$ cat config.mk
export PLATFORM = sky130hd
export DESIGN_NAME = mcirq_top
export DESIGN_NICKNAME = d
export VERILOG_FILES = /design/src/rtl/mcirq_pkg.sv /design/src/rtl/mcirq_bank.sv /design/src/rtl/mcirq_merge.sv /design/src/rtl/mcirq_top.sv
export SDC_FILE = /design/constraint.sdc
export NUM_CORES = 1
export LEC_CHECK = 0
export CAP_MARGIN = 10
export CELL_PAD_IN_SITES_DETAIL_PLACEMENT = 1
export CELL_PAD_IN_SITES_GLOBAL_PLACEMENT = 2
export CORE_MARGIN = 3
export CORE_UTILIZATION = 25
export DETAILED_ROUTE_END_ITERATION = 6
export GPL_TIMING_DRIVEN = 0
export MAX_ROUTING_LAYER = met4
export PLACE_DENSITY = 0.93
export SLEW_MARGIN = 20
export SYNTH_ARGS = -nofsm -noshare
export SYNTH_HDL_FRONTEND = slang
export SYNTH_SLANG_ARGS = --single-unit
$ cat constraint.sdc
create_clock -name clk -period 2.4 [get_ports clk]
set_input_delay 0.48 -clock clk [delete_from_list [all_inputs] [get_ports clk]]
set_output_delay 0.48 -clock clk [all_outputs]
set_load 0.05 [all_outputs]
$ cat src/rtl/mcirq_pkg.sv
package mcirq_pkg;
  localparam int BANK_W = 8;

  // Set when any unmasked input bit of a bank differs from its snapshot
  function automatic logic bank_hit(input logic [BANK_W-1:0] live,
                                    input logic [BANK_W-1:0] snap,
                                    input logic [BANK_W-1:0] in_dir,
                                    input logic [BANK_W-1:0] msk);
    return |((live ^ snap) & in_dir & ~msk);
  endfunction
endpackage

$ cat src/rtl/mcirq_bank.sv
module mcirq_bank
  import mcirq_pkg::*;
(
  input  logic              clk,
  input  logic              rst_n,
  input  logic              armed,
  input  logic              rd,
  input  logic [BANK_W-1:0] live,
  input  logic [BANK_W-1:0] in_dir,
  input  logic [BANK_W-1:0] msk,
  output logic              pending
);
  logic [BANK_W-1:0] snap_q;
  logic              load_now;

  // Load on the startup pass or on a host read of this bank
  assign load_now = !armed || rd;

  always_ff @(posedge clk or negedge rst_n) begin
    if (!rst_n)        snap_q <= '0;
    else if (load_now) snap_q <= live;
  end

  assign pending = armed && bank_hit(live, snap_q, in_dir, msk);

  // a bank with no armed input pin reports nothing
  p_no_armed_pin_r2: assert property (@(posedge clk) disable iff (!rst_n)
    (&(msk | ~in_dir)) |-> !pending);

  // after a read the bank is clean unless its pins or config moved
  p_read_clears_r6: assert property (@(posedge clk) disable iff (!rst_n)
    (rd && armed) |=> (!pending || !$stable(live) || !$stable(in_dir) || !$stable(msk)));

  // without a read or a change, pending state holds
  p_hold_until_read_r7: assert property (@(posedge clk) disable iff (!rst_n)
    (armed && !rd) |=> (!$stable(live) || !$stable(in_dir) || !$stable(msk) || $stable(pending)));
endmodule

$ cat src/rtl/mcirq_merge.sv
module mcirq_merge #(
  parameter int NUM_BANKS = 5
) (
  input  logic                 clk,
  input  logic                 rst_n,
  input  logic                 armed,
  input  logic [NUM_BANKS-1:0] pend,
  output logic                 irq_n
);
  logic any_pend;
  assign any_pend = armed && (|pend);

  always_ff @(posedge clk or negedge rst_n) begin
    if (!rst_n) irq_n <= 1'b1;
    else        irq_n <= ~any_pend;
  end

  // a pending bank shows on the output one cycle later
  p_fire_r4: assert property (@(posedge clk) disable iff (!rst_n)
    (armed && |pend) |=> !irq_n);

  // no pending bank means the output releases one cycle later
  p_release_r5: assert property (@(posedge clk) disable iff (!rst_n)
    !(|pend) |=> irq_n);
endmodule

$ cat src/rtl/mcirq_top.sv
module mcirq_top
  import mcirq_pkg::*;
#(
  parameter int NUM_BANKS = 5,
  localparam int NPINS    = NUM_BANKS * BANK_W
) (
  input  logic                 clk,
  input  logic                 rst_n,
  input  logic [NPINS-1:0]     pins_i,
  input  logic [NPINS-1:0]     dir_in_i,
  input  logic [NPINS-1:0]     mask_i,
  input  logic [NUM_BANKS-1:0] bank_rd_i,
  output logic                 irq_n_o
);
  logic                 armed_q;
  logic [NUM_BANKS-1:0] bank_pend;

  // First clock after reset is the snapshot load pass
  always_ff @(posedge clk or negedge rst_n) begin
    if (!rst_n) armed_q <= 1'b0;
    else        armed_q <= 1'b1;
  end

  for (genvar b = 0; b < NUM_BANKS; b++) begin : g_bank
    mcirq_bank u_bank (
      .clk     (clk),
      .rst_n   (rst_n),
      .armed   (armed_q),
      .rd      (bank_rd_i[b]),
      .live    (pins_i[b*BANK_W +: BANK_W]),
      .in_dir  (dir_in_i[b*BANK_W +: BANK_W]),
      .msk     (mask_i[b*BANK_W +: BANK_W]),
      .pending (bank_pend[b])
    );
  end

  mcirq_merge #(.NUM_BANKS(NUM_BANKS)) u_merge (
    .clk   (clk),
    .rst_n (rst_n),
    .armed (armed_q),
    .pend  (bank_pend),
    .irq_n (irq_n_o)
  );

  // the startup load pass never leads to an interrupt
  p_startup_quiet_r1: assert property (@(posedge clk) disable iff (!rst_n)
    !armed_q |=> irq_n_o);
endmodule

# Word level (Yosys, flattened, before mapping)
# Cells that the tools add are included.
# classes
bitwise	21
n_reduce_logical	18
# ops
cell	n
8-bit bitwise AND	10
8-bit inverter	5
8-bit OR reduction	5
8-bit XOR	5
1-bit logical AND	6
1-bit logical OR	5
5-bit OR reduction	1
1-bit zero test	1
1-bit inverter	1
# word_totals
out_inout_bits	1
input_bits	127
ff_bits	42

# Logic depth before layout (Yosys ltp)
# logic_depth
word_depth	8
mapped_depth	5
ltp_nobuf	5

# Cells and area by module
# A second synthesis with hierarchy kept.
# hier_totals
hier_cells	200
hier_area_um2	2357.3
# by_module_without_submodules
mod	cells_per_inst	n_inst	area_per_inst_um2
mcirq_bank	39	5	457.9
mcirq_merge	3	1	38.8
mcirq_top	2	1	28.8

# Worst setup path before layout
# No wires, ideal clock.
# synth_path
path_type	input port to flip-flop
from	input pins_i[26]
to	register u_merge.irq_n
required_ns	2.303
arrival_ns	1.298
setup_slack_ns	1.004
stages	5
n_path_buf	0
path_cell_list	xnor2_1 nor3b_1 nor4_1 nand4_1 o41ai_2
# synth_via
elab_chain_cells	8
# synth_lines
item	line	text
start: declaration	mcirq_top.sv:9	input logic [NPINS-1:0] pins_i,
8-bit XOR	mcirq_pkg.sv:9	return |((live ^ snap) & in_dir & ~msk);
8-bit bitwise AND (2 in series)	mcirq_pkg.sv:9	
8-bit OR reduction	mcirq_pkg.sv:9	
1-bit logical AND	mcirq_bank.sv:24	assign pending = armed && bank_hit(live, snap_q, in_dir, msk);
5-bit OR reduction	mcirq_merge.sv:11	assign any_pend = armed && (|pend);
1-bit logical AND	mcirq_merge.sv:11	
1-bit inverter	mcirq_merge.sv:15	else irq_n <= ~any_pend;
end signal: assignment	mcirq_merge.sv:15	
end: declaration	mcirq_merge.sv:8	output logic irq_n
# Every way passes these cells.
# A chain may end at the register's enable or synchronous reset.

# Worst setup path after layout
# layout_path
from	register u_merge.irq_n
to	output irq_n_o
# layout_lines
item	line	text
end: declaration	mcirq_top.sv:13	output logic irq_n_o
# No word-level cell between the ends.

==> impl_results.md <==
- Status: complete, no violations
- Clock Pin Slew Worst Setup and Hold Paths: 80 ps
- Worst IR Drop VDD: 215.4 uV
- PortBufs: 127
- Top delay family on crit path: buffers and inverters
- Die Width: 102.0 um
- Yosys cell types: 13
- H-tree depth: 2
- Mean Syn Cell Area: 12.39 um2
- Post-CTS resize count: 0
- Synthesized Nets: 313
- Power, Total: between 1.5 and 2 mW
- P per Cell Area: 478.3 nW/um2
- Setup bufs post-CTS: 0
- Layout cells sized above 1: 0.1708
- Root buffer cell: clkbuf_8
- #FFs+latches synth: 42
- Worst min path class: input port to asynchronous set/reset pin
- Rel. slew slack: 0.6112
- Row cnt: 34
- Post-synth EDFFs: 0
- Post-DRT Antenna Nets: 0
- # clock sinks: 42
- Slowest CP cell: clkdlybuf4s50_1
- # DRC: 0
- CTS tree: built
- Placed cells: 422
- Die height: 102.0 um
- Max-cap viol count: 0
- Crit path from: u_merge.irq_n$_DFF_PN1_
- Yosys warns: 0
- Cell with the most instances after synthesis: dfrtp_1
- Top cells by count, synth: 41 x dfrtp_1, 40 x mux2_2, 32 x nor3b_1, 32 x xnor2_1
- Fmax: between 400 and 500 MHz
- RSZ-0062 raised after global routing: no
- Vias post-DR: ~1900
- Worst path cell trace: clkdlybuf4s50_1
- Layout fillers: 963
- Gate Count Post-Synth: 186
- Deepest clock path buffer count: 2
- Worst slew pin tran: 583.1 ps
- Grt ovf: 0
- Leak: 1.423 nW
- Clock Skews: 7.437 ps
- CP required: 1920 ps
- Via/cell ratio: 4.523
- Crit path buffers/inverters: 1
- Drt initial violations: 31
- Largest net degree at the start of global routing: 23
- Initial Util: 0.2605
- R2R cell count: 5
- Crit-path max cell delay: 810 ps
- Die area: 10410 um2
- Finish-stage setup viols: 0
- Main flop type after synthesis: dfrtp_1
- Period Utilization, post-route: 0.8772
- TritonRoute pass-1 iters: 3
- Final Util: 0.4340
- Reg-to-Reg Start: g_bank[1].u_bank.snap_q[6]$_DFFE_PN0P_
- Final Max Slew Viols: 0
- First-pass GRT wire length: 10350 um
- Post-synthesis sequential area ratio: 0.4566
- Area of the core: 8848 um2
- Setup crit end kind: output port
- Multi-input gate area: 1227 um2
- Cell Area, Synth: 2305 um2
- Initial antenna violation count: 0
- CP Depth: 1
- Worst Path Max Fanout: 1
- WL final: 6732 um
- Area leader, netlist: dfrtp_1
- Post-detail-place hpwl: between 5000 and 6000 um
- # diodes: 0
- Final cell count without fillers: 430
- Vias in the first global route: between 2000 and 2500
- Syn-to-layout area delta: 66.61%
- Register Area: around 1100 um2
- Total GRT Usage: 0.1341
- Routed length per instance: 15.66 um
- CP Launch Type: register
- Crit path DAT: 1630 ps
- Worst skew pair latency: between 200 and 300 ps
- TritonCTS buffer count: 5
- CTS Hold Bufs: 0
- Synth top area share: 0.4452
- Synth top area cells: dfrtp_1 45%, mux2_2 20%, xnor2_1 12%
- Net count, final: 448
- GP Congestion: 0.6875
- Fraction of registers with async set/reset: 1.000
- Final hold vios: 0
- Io pins: 128
- Final min period: between 2000 and 2500 ps
- Setup Crit Path Kind: register to output port
layout make-up:
class	instances	share of cell area
repair buffers	128	0.3369
clock inverters	1	0.007820
well taps	108	0.03519
multi-input cells	139	0.3196
flip-flops and latches	42	0.2740
plain buffers	5	0.006517
clock buffers	7	0.01988
layer usage:
metal / vias to the layer above / GRT usage / wire length [um]
li1: 932 / - / -
met1: 933 / 0.1517 / 2780
met2: 75 / 0.2409 / 3401
met3: 5 / 0.03208 / 494
met4: 0 / 0.02725 / 55
met5: - / - / 0
logic make-up (layout without fill, tap and decap cells):
| family | Yosys count | after routing | share of synthesized area |
|---|---|---|---|
| AND/OR/NAND/NOR | 57 | 57 | 0.1764 |
| flip-flops | 42 | 42 | 0.4566 |
| XOR/XNOR | 40 | 40 | 0.1520 |
| AO/OA/AOI/OAI | 1 | 1 | 0.007059 |
| buffers and inverters | 5 | 141 | 0.01086 |
| other | 1 | 1 | 0.001627 |
| multiplexers | 40 | 40 | 0.1954 |
path summary, 6_finish.rpt:
kind                                                           to  slack (ps)
setup / recovery                                          irq_n_o         290
hold / removal             g_bank[4].u_bank.snap_q[0]$_DFFE_PN0P_         180
setup reg to reg                          u_merge.irq_n$_DFF_PN1_         610
hold reg to reg            g_bank[4].u_bank.snap_q[7]$_DFFE_PN0P_         530
max in group asynchronous  g_bank[2].u_bank.snap_q[4]$_DFFE_PN0P_        1710
min in group clk           g_bank[4].u_bank.snap_q[7]$_DFFE_PN0P_         530
per-stage QoR:
step	setup TNS, ps	hold slack, ps	instance area (um2)	setup slack [ps]
3_3_place_gp	-13990	510.4	3711	-344.1
3_5_place_dp	0	517.5	3734	64.07
4_1_cts	0	193.2	3840	265.1
5_1_grt	0	209.7	3840	249.0
2_1_floorplan	0	184.4	2305	1004
6_report	0	181.7	3840	294.8
state kept, by name, summed over array words and instances (netlist names):
signal / count
armed_q: 1
g_bank.u_bank.snap_q: 40
u_merge.irq_n: 1
cells in the final DEF, fill, tap and decap left out:
cell               n
bufinv_16          1
buf_2              6
dfstp_2            1
xor2_1             8
nand3b_1           8
nand4_1            4
clkbuf_8           5
clkbuf_1           2
clkdlybuf4s50_1  126
nor3b_1           32
nand2b_1           5
nor4_1             8
dfrtp_1           41
conb_1             1
buf_16             1
o41ai_2            1
mux2_2            40
xnor2_1           32
where the power goes:
group	leakage, nW	switching (mW)	internal [mW]	total (mW)
sequential	0.488	0.0398	0.767	0.807
clock	0.0524	0.243	0.312	0.555
combinational	0.882	0.150	0.326	0.476
total	1.42	0.432	1.40	1.84
No activity file was read; power rests on OpenSTA's default activity.
